$ cat src/rtl/dac_pkg.sv
package dac_pkg;

    typedef enum logic [2:0] {
        ERR_NONE,
        ERR_MISS,
        ERR_MHIT,
        ERR_PROT,
        ERR_FWR,
        ERR_ADDR
    } dac_err_e;

    typedef enum logic [1:0] {
        RT_PASS,
        RT_TLB,
        RT_SQ,
        RT_ERR
    } dac_route_e;

    localparam logic [5:0] SQ_WIN_TAG   = 6'b111000;
    localparam logic [5:0] PRIV_RAW_TAG = 6'b011111;

endpackage

$ cat src/rtl/dac_region.sv
module dac_region
    import dac_pkg::*;
#(
    parameter int AW = 32
) (
    input  logic [AW-1:0] vaddr,
    input  logic [1:0]    size,
    input  logic          is_write,
    input  logic          priv,
    input  logic          sq_priv_only,
    output dac_route_e    route
);
    localparam int TOP = AW - 1;

    logic [2:0] low_mask;
    logic       misaligned;
    logic       in_sq;
    logic       in_raw;
    logic       bypass_seg;

    always_comb begin
        case (size)
            2'd0:    low_mask = 3'b000;
            2'd1:    low_mask = 3'b001;
            2'd2:    low_mask = 3'b011;
            default: low_mask = 3'b111;
        endcase
        misaligned = |(vaddr[2:0] & low_mask);
        in_sq      = (vaddr[TOP -: 6] == SQ_WIN_TAG);
        in_raw     = (vaddr[TOP -: 6] == PRIV_RAW_TAG);
        bypass_seg = (vaddr[TOP -: 3] == 3'b100) || (vaddr[TOP -: 3] == 3'b101) ||
                     (vaddr[TOP -: 3] == 3'b111);

        if (misaligned) begin
            route = RT_ERR;
        end else if (is_write && in_sq) begin
            if ((vaddr[1:0] != 2'b00) || (sq_priv_only && !priv)) route = RT_ERR;
            else                                                   route = RT_SQ;
        end else if (!priv && vaddr[TOP]) begin
            route = RT_ERR;
        end else if (priv && in_raw) begin
            route = RT_PASS;
        end else if (bypass_seg) begin
            route = RT_PASS;
        end else begin
            route = RT_TLB;
        end
    end
endmodule

$ cat src/rtl/dac_prot.sv
module dac_prot
    import dac_pkg::*;
(
    input  logic       hit,
    input  logic       multi,
    input  logic [1:0] prot,
    input  logic       dirty,
    input  logic       priv,
    input  logic       is_write,
    output dac_err_e   err
);
    always_comb begin
        if (multi)                        err = ERR_MHIT;
        else if (!hit)                    err = ERR_MISS;
        else if (!prot[1] && !priv)       err = ERR_PROT;
        else if (is_write && !prot[0])    err = ERR_PROT;
        else if (is_write && !dirty)      err = ERR_FWR;
        else                              err = ERR_NONE;
    end
endmodule

$ cat src/rtl/dac_exc_map.sv
module dac_exc_map
    import dac_pkg::*;
#(
    parameter int CW = 12
) (
    input  dac_err_e      err,
    input  logic          is_write,
    output logic [CW-1:0] code,
    output logic [CW-1:0] vec
);
    localparam logic [CW-1:0] VEC_MISS  = CW'(12'h400);
    localparam logic [CW-1:0] VEC_OTHER = CW'(12'h100);

    always_comb begin
        code = '0;
        vec  = '0;
        case (err)
            ERR_MISS: begin
                code = is_write ? CW'(12'h060) : CW'(12'h040);
                vec  = VEC_MISS;
            end
            ERR_PROT: begin
                code = is_write ? CW'(12'h0C0) : CW'(12'h0A0);
                vec  = VEC_OTHER;
            end
            ERR_FWR: begin
                code = CW'(12'h080);
                vec  = VEC_OTHER;
            end
            ERR_ADDR: begin
                code = is_write ? CW'(12'h100) : CW'(12'h0E0);
                vec  = VEC_OTHER;
            end
            default: begin
                code = '0;
                vec  = '0;
            end
        endcase
    end
endmodule

$ cat src/rtl/dac_xlate_check.sv
module dac_xlate_check
    import dac_pkg::*;
#(
    parameter int AW      = 32,
    parameter int CW      = 12,
    parameter int VPN_LSB = 10,
    parameter int LINE_W  = 5
) (
    input  logic              clk,
    input  logic              rst_n,
    input  logic              req_valid,
    input  logic [AW-1:0]     req_vaddr,
    input  logic [1:0]        req_size,
    input  logic              req_write,
    input  logic              priv_mode,
    input  logic              xlate_en,
    input  logic              sq_priv_only,
    input  logic [AW-1:0]     sq_base0,
    input  logic [AW-1:0]     sq_base1,
    input  logic              tlb_hit,
    input  logic              tlb_multi,
    input  logic [AW-1:0]     tlb_paddr,
    input  logic [1:0]        tlb_prot,
    input  logic              tlb_dirty,
    output logic              tlb_use,
    output logic              rsp_valid,
    output logic [AW-1:0]     rsp_paddr,
    output logic              rsp_fault,
    output logic              rsp_multihit,
    output logic [CW-1:0]     rsp_code,
    output logic [CW-1:0]     rsp_vec,
    output logic [AW-1:0]     fault_addr,
    output logic [AW-VPN_LSB-1:0] fault_vpn
);
    localparam int VW = AW - VPN_LSB;

    typedef struct packed {
        logic          valid;
        logic          fault;
        logic          mhit;
        logic [AW-1:0] paddr;
        logic [CW-1:0] code;
        logic [CW-1:0] vec;
        logic [AW-1:0] fa;
        logic [VW-1:0] vpn;
    } state_t;

    state_t s_d, s_q;

    dac_route_e    route;
    dac_err_e      prot_err;
    dac_err_e      err_d;
    logic [CW-1:0] map_code, map_vec;
    logic [AW-1:0] line_addr;
    logic [AW-1:0] sq_base_sel;
    logic [AW-1:0] pa_d;

    dac_region #(.AW(AW)) u_region (
        .vaddr        (req_vaddr),
        .size         (req_size),
        .is_write     (req_write),
        .priv         (priv_mode),
        .sq_priv_only (sq_priv_only),
        .route        (route)
    );

    dac_prot u_prot (
        .hit      (tlb_hit),
        .multi    (tlb_multi),
        .prot     (tlb_prot),
        .dirty    (tlb_dirty),
        .priv     (priv_mode),
        .is_write (req_write),
        .err      (prot_err)
    );

    dac_exc_map #(.CW(CW)) u_map (
        .err      (err_d),
        .is_write (req_write),
        .code     (map_code),
        .vec      (map_vec)
    );

    always_comb begin
        line_addr   = {req_vaddr[AW-1:LINE_W], {LINE_W{1'b0}}};
        sq_base_sel = req_vaddr[LINE_W] ? sq_base1 : sq_base0;
        tlb_use     = req_valid && xlate_en && ((route == RT_TLB) || (route == RT_SQ));

        err_d = ERR_NONE;
        pa_d  = req_vaddr;
        case (route)
            RT_ERR:  err_d = ERR_ADDR;
            RT_PASS: pa_d  = req_vaddr;
            RT_TLB: begin
                if (xlate_en) begin
                    err_d = prot_err;
                    pa_d  = tlb_paddr;
                end
            end
            default: begin
                if (xlate_en) begin
                    err_d = prot_err;
                    pa_d  = {tlb_paddr[AW-1:LINE_W], {LINE_W{1'b0}}};
                end else begin
                    pa_d  = sq_base_sel + line_addr;
                end
            end
        endcase

        s_d       = s_q;
        s_d.valid = req_valid;
        s_d.fault = 1'b0;
        s_d.mhit  = 1'b0;
        s_d.paddr = '0;
        s_d.code  = '0;
        s_d.vec   = '0;
        if (req_valid) begin
            case (err_d)
                ERR_NONE: s_d.paddr = pa_d;
                ERR_MHIT: s_d.mhit  = 1'b1;
                default: begin
                    s_d.fault = 1'b1;
                    s_d.code  = map_code;
                    s_d.vec   = map_vec;
                end
            endcase
            if (err_d != ERR_NONE) begin
                s_d.fa  = req_vaddr;
                s_d.vpn = req_vaddr[AW-1:VPN_LSB];
            end
        end
    end

    always_ff @(posedge clk or negedge rst_n) begin
        if (!rst_n) s_q <= '0;
        else        s_q <= s_d;
    end

    assign rsp_valid    = s_q.valid;
    assign rsp_fault    = s_q.fault;
    assign rsp_multihit = s_q.mhit;
    assign rsp_paddr    = s_q.paddr;
    assign rsp_code     = s_q.code;
    assign rsp_vec      = s_q.vec;
    assign fault_addr   = s_q.fa;
    assign fault_vpn    = s_q.vpn;

    // Alignment: a misaligned request always turns into a fault
    p_misalign_faults_r1: assert property (@(posedge clk) disable iff (!rst_n)
        req_valid && ((req_size == 2'd1 && req_vaddr[0]) ||
                      (req_size == 2'd2 && req_vaddr[1:0] != 2'b00) ||
                      (req_size == 2'd3 && req_vaddr[2:0] != 3'b000)) |=> rsp_fault);

    p_raw_no_tlb_r3: assert property (@(posedge clk) disable iff (!rst_n)
        req_valid && priv_mode && (req_vaddr[AW-1 -: 6] == PRIV_RAW_TAG) |-> !tlb_use);

    p_write_codes_r8: assert property (@(posedge clk) disable iff (!rst_n)
        rsp_fault && $past(req_write) |->
        (rsp_code == CW'(12'h060) || rsp_code == CW'(12'h0C0) ||
         rsp_code == CW'(12'h080) || rsp_code == CW'(12'h100)));

    p_read_codes_r9: assert property (@(posedge clk) disable iff (!rst_n)
        rsp_fault && !$past(req_write) |->
        (rsp_code == CW'(12'h040) || rsp_code == CW'(12'h0A0) || rsp_code == CW'(12'h0E0)));

    p_vec_pairing_r8: assert property (@(posedge clk) disable iff (!rst_n)
        rsp_fault |-> ((rsp_vec == CW'(12'h400)) ==
                       (rsp_code == CW'(12'h040) || rsp_code == CW'(12'h060))));

    p_fault_latch_r10: assert property (@(posedge clk) disable iff (!rst_n)
        (rsp_fault || rsp_multihit) |->
        (fault_addr == $past(req_vaddr)) && (fault_vpn == $past(req_vaddr[AW-1:VPN_LSB])));

    p_fault_hold_r10: assert property (@(posedge clk) disable iff (!rst_n)
        !rsp_fault && !rsp_multihit |-> $stable(fault_addr) && $stable(fault_vpn));

    p_mhit_quiet_r11: assert property (@(posedge clk) disable iff (!rst_n)
        rsp_multihit |-> !rsp_fault && rsp_code == '0 && rsp_vec == '0 && rsp_paddr == '0);

    p_valid_follows_r12: assert property (@(posedge clk) disable iff (!rst_n)
        rsp_valid |-> $past(req_valid));

endmodule

$ cat config.mk
export PLATFORM = sky130hd
export DESIGN_NAME = dac_xlate_check
export DESIGN_NICKNAME = d
export VERILOG_FILES = /design/src/rtl/dac_pkg.sv /design/src/rtl/dac_region.sv /design/src/rtl/dac_prot.sv /design/src/rtl/dac_exc_map.sv /design/src/rtl/dac_xlate_check.sv
export SDC_FILE = /design/constraint.sdc
export NUM_CORES = 1
export LEC_CHECK = 0
export BUFFER_PORTS_ARGS = -buffer_cell sky130_fd_sc_hd__buf_2
export CAP_MARGIN = 20
export CORE_AREA = 2 2 109 111
export DETAILED_ROUTE_END_ITERATION = 8
export DIE_AREA = 0 0 111 113
export PLACE_DENSITY = 0.86
export REMOVE_ABC_BUFFERS = 1
export SYNTH_ARGS = -nofsm -noshare
export SYNTH_HDL_FRONTEND = slang
export SYNTH_SLANG_ARGS = --single-unit
export TNS_END_PERCENT = 30
$ cat constraint.sdc
create_clock -name clk -period 3.35 [get_ports clk]
set_clock_uncertainty 0.05 [all_clocks]
set_input_delay 0.335 -clock clk [delete_from_list [all_inputs] [get_ports clk]]
set_output_delay 0.335 -clock clk [all_outputs]
set_load 0.1 [all_outputs]
==> results.py <==
metrics = {
    "outcome": {
        "outcome": "complete, no violations",
    },
    "clocking": {
        "post_cts_buffers": 0,
        "clockBufferDepth": 2,
        "cts_tree": "yes",
        "worstSkewPairLatency_ns": 0.34,
        "numCtsBuffers": 9,
        "h-tree-depth": 3,
        "cts.sinks": 73,
        "cts_hold_buf": 0,
        "post_cts_resized": 0,
        "root_buffer": "clkbuf_16",
        "cts.clk_slew.worst_paths_ns": 0.05,
    },
    "floorplanning": {
        "core_mm2": 0.0113,
        "dieWidth_um": 111,
        "die_area_mm2": 0.0125,
        "rows": 39,
        "die_y_um": 113,
        "pin_count": 256,
        "start_util_pct": 51.0,
    },
    "worst_setup_path": {
        "critPathMostFrequentCell": "o21ai_0",
        "critical_path_depth": 11,
        "cp.arrival_ns": 3.09,
        "critPathBufInv": 1,
        "cp_top_family": "compound AO/OA/AOI/OAI gates",
        "end_kind": "flip-flop",
        "cpMaxStageDelayCell": "ha_1",
        "crit_type": "input pin to flip-flop",
        "rr_worst_depth": 1,
        "crit_chain": "buf_2 > nor4b_1 > nand4_1 > o21bai_1 > o2111ai_1 > ha_1 > o21ai_0 > a222oi_1 > nor3_1 > o311ai_0 > o21ai_0",
        "cp.required_ns": 3.53,
        "slowest_delay_ns": 0.40,
        "crit_path_max_fanout": 10,
        "worstSetupStartpointType": "input pin",
    },
    "power": {
        "p_leak_nw": 3.63,
        "switching_share_pct": 55.2,
        "seqPwrFrac_pct": 23.2,
        "p_sw_w": 0.00256,
        "clockPowerShare_pct": 19.2,
        "internal-power_w": 0.00207,
        "vdd_drop_max_v": 0.000549,
        "combPwrFrac_pct": 57.5,
        "p_per_area_mw_per_mm2": 642,
    },
    "routing": {
        "antenna_left": 0,
        "first_iter_violations": 413,
        "drc": 0,
        "vias": 5749,
        "wirelength_um": 18100,
        "vias_per_cell": 5.82,
        "routedWlPerCell_um": 18.4,
        "first_pass_iters": 5,
    },
    "run": {
        "maxCapViolCount": 0,
    },
    "sta": {
        "finalWorstSetupSlack_ns": 0.438,
        "slew_viol_final": 0,
        "max_slew_margin_pct": 36.9,
        "holdWs_ns": 0.0966,
        "final_hold_viol_count": 0,
        "min_period_ns": 2.91,
        "worstMarginPinSlew_ns": 0.947,
        "timing.fmax_mhz": 343,
        "finalSetupViolations": 0,
        "rsz0062_at_grt": "false",
        "fin_crit_sh_pct": 86.9,
    },
    "global_route": {
        "grt_pass1_vias": 5635,
        "grt_overflow": 0,
        "grt_usage_pct": 28.8,
        "grt_max_degree": 74,
        "antenna_found_initial": 2,
        "grt_pass1_wl_um": 28700,
    },
    "layout": {
        "drive_above_1_share_pct": 41.1,
        "fillers": 941,
        "mostFrequentLayoutCells": "buf_2 (236), dfrtp_1 (73), a21oi_1 (58), mux2_2 (57), nor2_1 (36)",
        "mostFrequentLayoutCell": "buf_2",
        "multi_input_area_mm2": 0.00348,
        "area_growth_pct": 25.5,
        "instances_no_fill": 988,
        "register_area_mm2": 0.00183,
        "fin_nets": 1013,
    },
    "logic_synthesis": {
        "synth_area_mm2": 0.00575,
        "synth_ff_type": "dfrtp_1",
        "yosysWarnings": 0,
        "synth_cell_type_count": 66,
        "ys_seq_elements": 73,
        "synth_top_family_by_area": "compound AO/OA/AOI/OAI gates",
        "post_synth_and_or_nand_nor_area_fraction_pct": 13.3,
        "synth_compound_area_share_pct": 23.7,
        "seq_area_frac_synth_pct": 31.8,
        "synth-edff-count": 0,
        "syn_avg_cell_area_um2": 9.18,
        "syn_inst": 626,
        "synth_xor_xnor_area_share_pct": 2.13,
        "synthAdderAreaFrac_pct": 6.88,
        "synthArstFlopShare_pct": 100,
        "muxShareOfSynthArea_pct": 13.1,
    },
    "placed_design": {
        "pre_cts_slack_ns": 0.174,
        "dp.cells": 972,
        "portBuffers": 237,
        "hpwl_um": 13800,
        "gp_congestion": 0.911,
    },
    "min_path": {
        "hp-class": "input pin to asynchronous set/reset pin",
    },
}
## final timing paths
| path | from | to | slack (ns) |
|---|---|---|---|
| min in group clk | req_valid | rsp_valid$_DFF_PN0_ | 0.15 |
| min | rst_n | fault_addr[8]$_DFFE_PN0P_ | 0.1 |
| max in group asynchronous | rst_n | rsp_paddr[30]$_DFF_PN0_ | 2.55 |
| min reg2reg | fault_addr[6]$_DFFE_PN0P_ | fault_addr[6]$_DFFE_PN0P_ | 0.43 |
| max | req_vaddr[27] | rsp_paddr[27]$_DFF_PN0_ | 0.44 |
| max reg2reg | fault_addr[21]$_DFFE_PN0P_ | fault_addr[21]$_DFFE_PN0P_ | 2.52 |
## cell usage after synthesis, types with 3 or more instances
cell type / n / area share, %
mux2_2: 57 / 11
nor2b_1: 5 / 0.54
and2_1: 6 / 0.65
a211oi_1: 18 / 2.4
o211ai_1: 7 / 0.91
nor4_1: 9 / 0.98
o211a_1: 5 / 0.87
nor2_1: 36 / 2.4
o22a_1: 5 / 0.76
nor4b_1: 3 / 0.46
a21o_1: 14 / 1.8
buf_1: 5 / 0.33
a221oi_1: 17 / 2.6
a21oi_1: 58 / 5.0
inv_1: 16 / 1.0
nand2b_1: 13 / 1.4
a41oi_1: 3 / 0.46
o21ai_0: 28 / 2.4
a31o_2: 3 / 0.46
a22oi_1: 7 / 0.91
a222oi_1: 5 / 0.87
buf_2: 6 / 0.52
mux2i_1: 11 / 1.9
nand2_1: 34 / 2.2
nand4_1: 6 / 0.65
dfrtp_1: 73 / 32
ha_1: 30 / 6.5
and3_1: 5 / 0.54
nand3_1: 10 / 0.87
clkbuf_1: 24 / 1.6
nor3_1: 10 / 0.87
xor2_1: 7 / 1.1
o2111ai_1: 3 / 0.46
xnor2_1: 7 / 1.1
buf_4: 40 / 5.2
## layout make-up
cell class | instances | share of cell area [%]
sequential | 73 | 25.3
timing repair buffer | 263 | 19.4
antenna | 1 | 0.0347
clock buffer | 10 | 3.31
clock inverter | 5 | 0.451
inverter | 16 | 0.832
tap | 143 | 2.48
multi-input combinational | 477 | 48.2
## cell families (layout without fill, tap and decap cells)
family	count (synthesis)	in the layout
XOR/XNOR	14	14
buffers and inverters	93	294
adder cells (fa/ha/maj)	31	31
other	1	19
AND/OR/NAND/NOR	148	148
multiplexers	68	68
AO/OA/AOI/OAI	198	198
flip-flops	73	73
## sequential cells by signal (all words and copies together) (netlist names)
name	cells
rsp_code	4
rsp_fault	1
rsp_paddr	32
rsp_vec	2
fault_addr	32
rsp_valid	1
rsp_multihit	1
## stage by stage
stage                     setup TNS (ns)  area (µm²)  utilization [%]  power (W)
after floorplan                   -18.25        5350                -    0.00319
after global placement                 0        6940             61.6    0.00371
after detailed placement               0        6940             61.6    0.00374
after CTS                              0        7210             64.0    0.00464
after global routing                   0        7210             64.0    0.00481
final                                  0        7210             64.0    0.00463
## power by group through the flow
stage	clock, W	combinational, W	sequential [W]
final	0.000891	0.00266	0.00107
after global routing	0.000952	0.00277	0.00109
after CTS	0.000910	0.00265	0.00108
after detailed placement	0	0.00265	0.00109
after global placement	0	0.00263	0.00109
after floorplan	0	0.000682	0.00250
## layer usage
metal  share of wire, %  vias up  GRT usage [%]
li1                   -     2730              -
met1                 41     2705           35.3
met2                 49      277           49.6
met3                7.1       35           6.43
met4                2.6        2           11.4
met5              0.072        -              0
Power figures use the tool's default switching activity.
